File: config.mk
export PLATFORM = sky130hd
export DESIGN_NAME = brr_unit
export DESIGN_NICKNAME = d
export VERILOG_FILES = /design/src/rtl/brr_pkg.sv /design/src/rtl/brr_flag_store.sv /design/src/rtl/brr_cond_eval.sv /design/src/rtl/brr_target_gen.sv /design/src/rtl/brr_unit.sv
export SDC_FILE = /design/constraint.sdc
export NUM_CORES = 1
export LEC_CHECK = 0
export ABC_AREA = 0
export BUFFER_PORTS_ARGS = -buffer_cell sky130_fd_sc_hd__buf_2
export CORE_UTILIZATION = 50
export DETAILED_ROUTE_END_ITERATION = 10
export PLACE_DENSITY = 0.82
export SETUP_SLACK_MARGIN = 0.3
export SYNTH_ARGS = -nofsm -noshare
export SYNTH_HDL_FRONTEND = slang
export SYNTH_SLANG_ARGS = --single-unit
File: constraint.sdc
create_clock -name clk -period 2.8 [get_ports clk]
set_input_delay 0.28 -clock clk [delete_from_list [all_inputs] [get_ports clk]]
set_output_delay 0.28 -clock clk [all_outputs]
set_load 0.005 [all_outputs]
File: src/rtl/brr_pkg.sv
package brr_pkg;

  typedef struct packed {
    logic ov;
    logic gt;
    logic lt;
    logic eq;
  } flags_t;

  typedef enum logic [2:0] {
    CC_AL = 3'd0,
    CC_ZR = 3'd1,
    CC_NZ = 3'd2,
    CC_OV = 3'd3,
    CC_NG = 3'd4,
    CC_PZ = 3'd5,
    CC_PS = 3'd6,
    CC_NZE = 3'd7
  } cond_e;

  typedef enum logic [1:0] {
    KIND_SCALAR = 2'd0,
    KIND_ALL    = 2'd1,
    KIND_NONE   = 2'd2,
    KIND_NEVER  = 2'd3
  } kind_e;

  localparam int LINK_IDX  = 31;
  localparam int LINK_STEP = 8;

  function automatic logic cond_hit(input logic [2:0] c, input flags_t f);
    logic hit;
    case (c)
      CC_AL:   hit = 1'b1;
      CC_ZR:   hit = f.eq;
      CC_NZ:   hit = ~f.eq;
      CC_OV:   hit = f.ov;
      CC_NG:   hit = f.lt;
      CC_PZ:   hit = f.gt | f.eq;
      CC_PS:   hit = f.gt;
      default: hit = f.lt | f.eq;
    endcase
    return hit;
  endfunction

endpackage

File: src/rtl/brr_flag_store.sv
module brr_flag_store
  import brr_pkg::*;
#(
  parameter int DW = 32
) (
  input  logic          clk,
  input  logic          rst_n,
  input  logic          upd,
  input  logic [DW-1:0] result,
  input  logic          ovf,
  output flags_t        flags_q,
  output flags_t        flags_fwd
);

  flags_t fresh;
  flags_t flags_d;
  logic   flags_en;

  always_comb begin
    fresh.eq = (result == '0);
    fresh.lt = result[DW-1];
    fresh.gt = ~result[DW-1] & (|result);
    fresh.ov = ovf;
    flags_en = upd;
    flags_d  = fresh;
    flags_fwd = upd ? fresh : flags_q;
  end

  always_ff @(posedge clk or negedge rst_n) begin
    if (!rst_n) begin
      flags_q <= '0;
    end else if (flags_en) begin
      flags_q <= flags_d;
    end
  end

  a_r2_hold_without_update: assert property (@(posedge clk) disable iff (!rst_n)
    !upd |=> $stable(flags_q));

  a_r1_one_sign_after_update: assert property (@(posedge clk) disable iff (!rst_n)
    upd |=> $onehot({flags_q.gt, flags_q.lt, flags_q.eq}));

  a_r1_sign_exclusive: assert property (@(posedge clk) disable iff (!rst_n)
    $onehot0({flags_q.gt, flags_q.lt, flags_q.eq}));

endmodule

File: src/rtl/brr_cond_eval.sv
module brr_cond_eval
  import brr_pkg::*;
#(
  parameter int LANES = 8
) (
  input  logic [2:0]       cond,
  input  logic [1:0]       kind,
  input  flags_t           scal,
  input  logic [LANES-1:0] w_eq,
  input  logic [LANES-1:0] w_lt,
  input  logic [LANES-1:0] w_gt,
  input  logic [LANES-1:0] w_ov,
  output logic             taken
);

  logic [LANES-1:0] lane_hit;

  for (genvar i = 0; i < LANES; i++) begin : g_lane
    flags_t lane_f;
    always_comb begin
      lane_f.ov   = w_ov[i];
      lane_f.gt   = w_gt[i];
      lane_f.lt   = w_lt[i];
      lane_f.eq   = w_eq[i];
      lane_hit[i] = cond_hit(cond, lane_f);
    end
  end

  always_comb begin
    case (kind)
      KIND_SCALAR: taken = cond_hit(cond, scal);
      KIND_ALL:    taken = &lane_hit;
      KIND_NONE:   taken = ~(|lane_hit);
      default:     taken = 1'b0;
    endcase
  end

endmodule

File: src/rtl/brr_target_gen.sv
module brr_target_gen
  import brr_pkg::*;
#(
  parameter int AW = 32,
  parameter int OW = 16
) (
  input  logic [AW-1:0] pc,
  input  logic [AW-1:0] base,
  input  logic          base_sel,
  input  logic [OW-1:0] off,
  output logic [AW-1:0] target,
  output logic [AW-1:0] link_addr
);

  localparam int EXT_W = AW - OW;

  logic [AW-1:0] off_ext;
  logic [AW-1:0] off_bytes;
  logic [AW-1:0] origin;
  logic [AW-1:0] sum;

  always_comb begin
    off_ext   = {{EXT_W{off[OW-1]}}, off};
    off_bytes = off_ext << 2;
    origin    = base_sel ? base : pc;
    sum       = origin + off_bytes;
    target    = {sum[AW-1:2], 2'b00};
    link_addr = pc + AW'(LINK_STEP);
  end

endmodule

File: src/rtl/brr_unit.sv
module brr_unit
  import brr_pkg::*;
#(
  parameter int AW    = 32,
  parameter int DW    = 32,
  parameter int OW    = 16,
  parameter int LANES = 8,
  parameter int RIW   = 5
) (
  input  logic             clk,
  input  logic             rst_n,
  input  logic             ex_upd,
  input  logic [DW-1:0]    ex_result,
  input  logic             ex_ovf,
  input  logic [LANES-1:0] wide_eq,
  input  logic [LANES-1:0] wide_lt,
  input  logic [LANES-1:0] wide_gt,
  input  logic [LANES-1:0] wide_ov,
  input  logic             br_valid,
  input  logic [1:0]       br_kind,
  input  logic [2:0]       br_cond,
  input  logic             br_base_sel,
  input  logic             br_link,
  input  logic [AW-1:0]    br_pc,
  input  logic [AW-1:0]    br_base,
  input  logic [OW-1:0]    br_off,
  output logic [3:0]       flags_o,
  output logic             res_valid,
  output logic             res_taken,
  output logic [AW-1:0]    res_target,
  output logic             res_link_we,
  output logic [RIW-1:0]   res_link_reg,
  output logic [AW-1:0]    res_link_addr
);

  logic rs_meta, rs_n;

  always_ff @(posedge clk or negedge rst_n) begin
    if (!rst_n) begin
      rs_meta <= 1'b0;
      rs_n    <= 1'b0;
    end else begin
      rs_meta <= 1'b1;
      rs_n    <= rs_meta;
    end
  end

  flags_t flags_q, flags_fwd;

  brr_flag_store #(.DW(DW)) u_flags (
    .clk      (clk),
    .rst_n    (rs_n),
    .upd      (ex_upd),
    .result   (ex_result),
    .ovf      (ex_ovf),
    .flags_q  (flags_q),
    .flags_fwd(flags_fwd)
  );

  logic taken_c;

  brr_cond_eval #(.LANES(LANES)) u_cond (
    .cond (br_cond),
    .kind (br_kind),
    .scal (flags_fwd),
    .w_eq (wide_eq),
    .w_lt (wide_lt),
    .w_gt (wide_gt),
    .w_ov (wide_ov),
    .taken(taken_c)
  );

  logic [AW-1:0] target_c, link_c;

  brr_target_gen #(.AW(AW), .OW(OW)) u_tgt (
    .pc       (br_pc),
    .base     (br_base),
    .base_sel (br_base_sel),
    .off      (br_off),
    .target   (target_c),
    .link_addr(link_c)
  );

  logic          valid_d, taken_d, lwe_d, pay_en;
  logic [AW-1:0] target_d, laddr_d;

  always_comb begin
    valid_d  = br_valid;
    pay_en   = br_valid;
    taken_d  = taken_c;
    lwe_d    = taken_c & br_link;
    target_d = target_c;
    laddr_d  = link_c;
  end

  always_ff @(posedge clk or negedge rs_n) begin
    if (!rs_n) begin
      res_valid <= 1'b0;
    end else begin
      res_valid <= valid_d;
    end
  end

  always_ff @(posedge clk or negedge rs_n) begin
    if (!rs_n) begin
      res_taken     <= 1'b0;
      res_link_we   <= 1'b0;
      res_target    <= '0;
      res_link_addr <= '0;
    end else if (pay_en) begin
      res_taken     <= taken_d;
      res_link_we   <= lwe_d;
      res_target    <= target_d;
      res_link_addr <= laddr_d;
    end
  end

  assign res_link_reg = RIW'(LINK_IDX);
  assign flags_o      = flags_q;

  a_r5_target_aligned: assert property (@(posedge clk) disable iff (!rs_n)
    res_valid |-> (res_target[1:0] == 2'b00));

  a_r7_link_needs_taken: assert property (@(posedge clk) disable iff (!rs_n)
    (res_valid && res_link_we) |-> (res_taken && res_link_reg == RIW'(LINK_IDX)));

  a_r7_link_address: assert property (@(posedge clk) disable iff (!rs_n)
    (br_valid && br_link) |=> (res_link_addr == $past(br_pc) + AW'(LINK_STEP)));

  a_r10_never_kind: assert property (@(posedge clk) disable iff (!rs_n)
    (br_valid && br_kind == KIND_NEVER) |=> !res_taken);

  a_r10_valid_follows: assert property (@(posedge clk) disable iff (!rs_n)
    !br_valid |=> !res_valid);

  a_r8_all_lanes_zero: assert property (@(posedge clk) disable iff (!rs_n)
    (br_valid && br_kind == KIND_ALL && br_cond == CC_ZR && taken_c) |-> (&wide_eq));

  a_r9_no_lane_zero: assert property (@(posedge clk) disable iff (!rs_n)
    (br_valid && br_kind == KIND_NONE && br_cond == CC_ZR && taken_c) |-> !(|wide_eq));

endmodule

==> flow_summary_export.csv <==
group,metric,value,unit
clocking,cts_max_level,3,
clocking,cts.clk_slew.worst_paths,0.06,ns
logic_synthesis,syn_area,0.00585,sq mm
hold_path,hp-class,"in -> reg",
finish,final_cell_mix,"220 x buf_2, 70 x dfrtp_1, 67 x nor2_1",
floorplanning,io_pins,232,
finish,nNetsFinal,1119,
timing,setup_tns,0,ns
floorplanning,rows,39,
timing,finalMaxSlewViolations,0,
place,gp_congestion,0.900,
logic_synthesis,synth_compound_area_share,21.8,%
hold_path,min_from,"br_pc[1]",
clocking,clock-root-buffer,"clkbuf_16",
clocking,clock_path_buffers,2,
timing,setup_violations,0,
floorplanning,placeableCoreArea,0.0114,sq mm
logic_synthesis,netlist.area_leader.share,30.4,%
logic_synthesis,yosys.area_share.simple,19.1,%
worst_setup_path,regToRegSetupSlack,1.04,ns
route,drtAntennaViolNets,0,
route,vias,6243,
timing,fmax,0.389,GHz
route,wl,18300,um
logic_synthesis,yosysTopAreaCell,"dfrtp_1",
global_route,grt_max_degree,55,
power,p_leak,3.70,nW
finish,drive_gt1_share,41.3,%
worst_setup_path,cp-end-kind,"register",
worst_setup_path,cp_max_fo,6,
place,hpwl,13500,um
timing,fin_crit_sh,91.8,%
logic_synthesis,ys_seq_area_share,30.4,%
clocking,cts_tree,"yes",
route,drt_iter0_drc,566,
global_route,grt_first_pass_wirelength,26700,um
global_route,grt_pass1_vias,5467,
route,vias_per_cell,5.77,
floorplanning,die_y,110,um
place,place_inst,1043,
worst_setup_path,critPathKind,"in -> reg",
worst_setup_path,critPathLaunchType,"input port",
run,drv_cap,0,
worst_setup_path,critical_path.max_stage_delay,0.43,ns
clocking,insertion_delay,0.34,ns
global_route,antenna_found_initial,1,
worst_setup_path,path_cells,"buf_12 -> buf_12 -> buf_8 -> mux2_4 -> ha_4 -> a211oi_4 -> o21ai_2 -> a2111oi_4 -> o21ai_4 -> a41oi_2 -> xnor2_1 -> mux2_4",
floorplanning,die-width,110,um
finish,fillers,872,
worst_setup_path,critical_path.slowest_cell,"a2111oi_4",
route,wl_per_cell,16.9,um
floorplanning,start_util,51.2,%
logic_synthesis,synth_top_family_by_area,"compound AO/OA/AOI/OAI gates",
timing,period_minus_slack,2.57,ns
logic_synthesis,synthAdderAreaFrac,6.76,%
route,drt-pass1-iter-count,5,
worst_setup_path,worstRegToRegCells,6,
finish,final_common_cell,"buf_2",
worst_setup_path,rr_startpoint,"u_flags.flags_q[0]$_DFF_PN0_",
global_route,track_usage,28.5,%
logic_synthesis,avgSynthCellArea,8.68,sq um
route,drc,0,
logic_synthesis,async_reset_ff_share,100,%
worst_setup_path,crit_required,3.02,ns
timing,slew_headroom,60.0,%
logic_synthesis,synthFlopType,"dfrtp_1",
floorplanning,die-area,0.0121,sq mm
worst_setup_path,crit_start,"br_base_sel",
timing,finalHoldViolations,0,
logic_synthesis,synth_cell_type_count,78,
timing,whs,0.175,ns
outcome,outcome,"completed",
clocking,clock_sinks,71,
logic_synthesis,synthXorXnorAreaFrac,6.14,%
logic_synthesis,synth-edff-count,0,
logic_synthesis,synthTopCellsByArea,"dfrtp_1 30%, mux2_2 8.9%, ha_1 6.4%",
hold_path,hold_depth,2,
logic_synthesis,ys_ff_latch,71,
logic_synthesis,synth_warnings,0,
timing,finalClockSkew,0.00404,ns
timing,worst_pin_slew,0.600,ns
place,io_buffers,222,
finish,layoutNonFillerInstCount,1082,
power,peakVddDrop,0.291,mV
logic_synthesis,muxShareOfSynthArea,10.8,%
global_route,gr-total-overflow,0,
worst_setup_path,cp.arrival,2.79,ns
power,finalPower,4.05,mW
logic_synthesis,synthCells,674,
clocking,cts_buffers,9,
timing,rsz0062_at_grt,"true",
power,p_per_area,500,mW/mm^2
finish,area_growth,38.6,%
## critical path: cells and delay by family
| family | cells | cell delay [ns] |
|---|---|---|
| AO/OA/AOI/OAI | 5 | 1.18 |
| XOR/XNOR | 1 | 0.10 |
| adder cells (fa/ha/maj) | 1 | 0.27 |
| buffers and inverters | 3 | 0.37 |
| multiplexers | 2 | 0.57 |
## report_power, final
part	internal (mW)	switching, mW	total [mW]
combinational	0.719	0.718	1.44
sequential	1.19	0.0924	1.28
clock	0.873	0.460	1.33
total	2.78	1.27	4.05
## sequential cells by signal, summed over array words and instances (netlist names)
register         count
u_flags.flags_q      4
res_link_addr       32
res_taken            1
rs_meta              1
res_valid            1
rs_n                 1
res_link_we          1
res_target          30
## through the flow
step	util, %	setup WS, ns	instance area, sq um
after floorplan	-	0.167	6050
after global placement	64.8	0.0163	7400
after detailed placement	64.8	-0.0310	7400
after CTS	68.0	0.309	7760
after global routing	70.9	0.116	8100
final	71.0	0.230	8100
## layout make-up
type	instances	area (sq um)	share of cell area (%)
timing repair buffer	279	1630	20.1
inverter	25	93.8	1.16
clock inverter	7	121	1.50
sequential	71	1780	21.9
tap	143	179	2.21
clock buffer	9	225	2.78
multi-input combinational	546	4080	50.3
antenna	2	5.00	0.0618
## path summary, 6_finish.rpt
check                                                end
setup / recovery              res_target[22]$_DFFE_PN0P_
setup reg to reg                 res_link_we$_DFFE_PN0P_
max in group asynchronous  res_link_addr[14]$_DFFE_PN0P_
hold / removal              res_link_addr[1]$_DFFE_PN0P_
min in group asynchronous              rs_meta$_DFF_PN0_
hold reg to reg                res_target[3]$_DFFE_PN0P_
## repair_timing
| action | CTS | global route |
|---|---|---|
| endpoints found under the setup margin | 0 | 17 |
| setup buffers | 0 | 19 |
| resized for setup | 0 | 34 |
| hold endpoints to repair | 2 | 0 |
| hold buffers | 1 | 0 |
## metal layers
metal	routed length, um	up-vias	global-route usage [%]
li1	-	2987	-
met5	0	-	0
met4	482	0	10.7
met2	8280	297	44.8
met3	1250	42	4.23
met1	8280	2917	39.8
## synthesized netlist by cell type, types with 6 or more instances
cell type and count:
nand3b_1 8, ha_1 30, o21a_1 11, and3_1 6, nor3_1 14, mux2_2 46, a211oi_1 10, nor4_1 10
and2_1 8, nand2_1 44, buf_4 11, clkbuf_1 19, nor2_1 67, a21o_1 6, nand3_1 20, a21oi_1 60
nand2b_1 8, dfrtp_1 71, nand4_1 7, xnor2_1 27, inv_1 24, o211ai_1 9, or3_1 7, o21ai_0 31
xor2_1 14, nor2b_1 7, mux2i_1 9
## kinds of logic after synthesis
kind of cell	after synthesis
and+or+nand+nor	223
AOI/OAI and AO/OA	187
DFF	71
buffers and inverters	63
muxes	56
xor gates and xnor gates	41
adders and majority gates	31
other	2
Note: power is estimated with default switching activity, not from simulation.
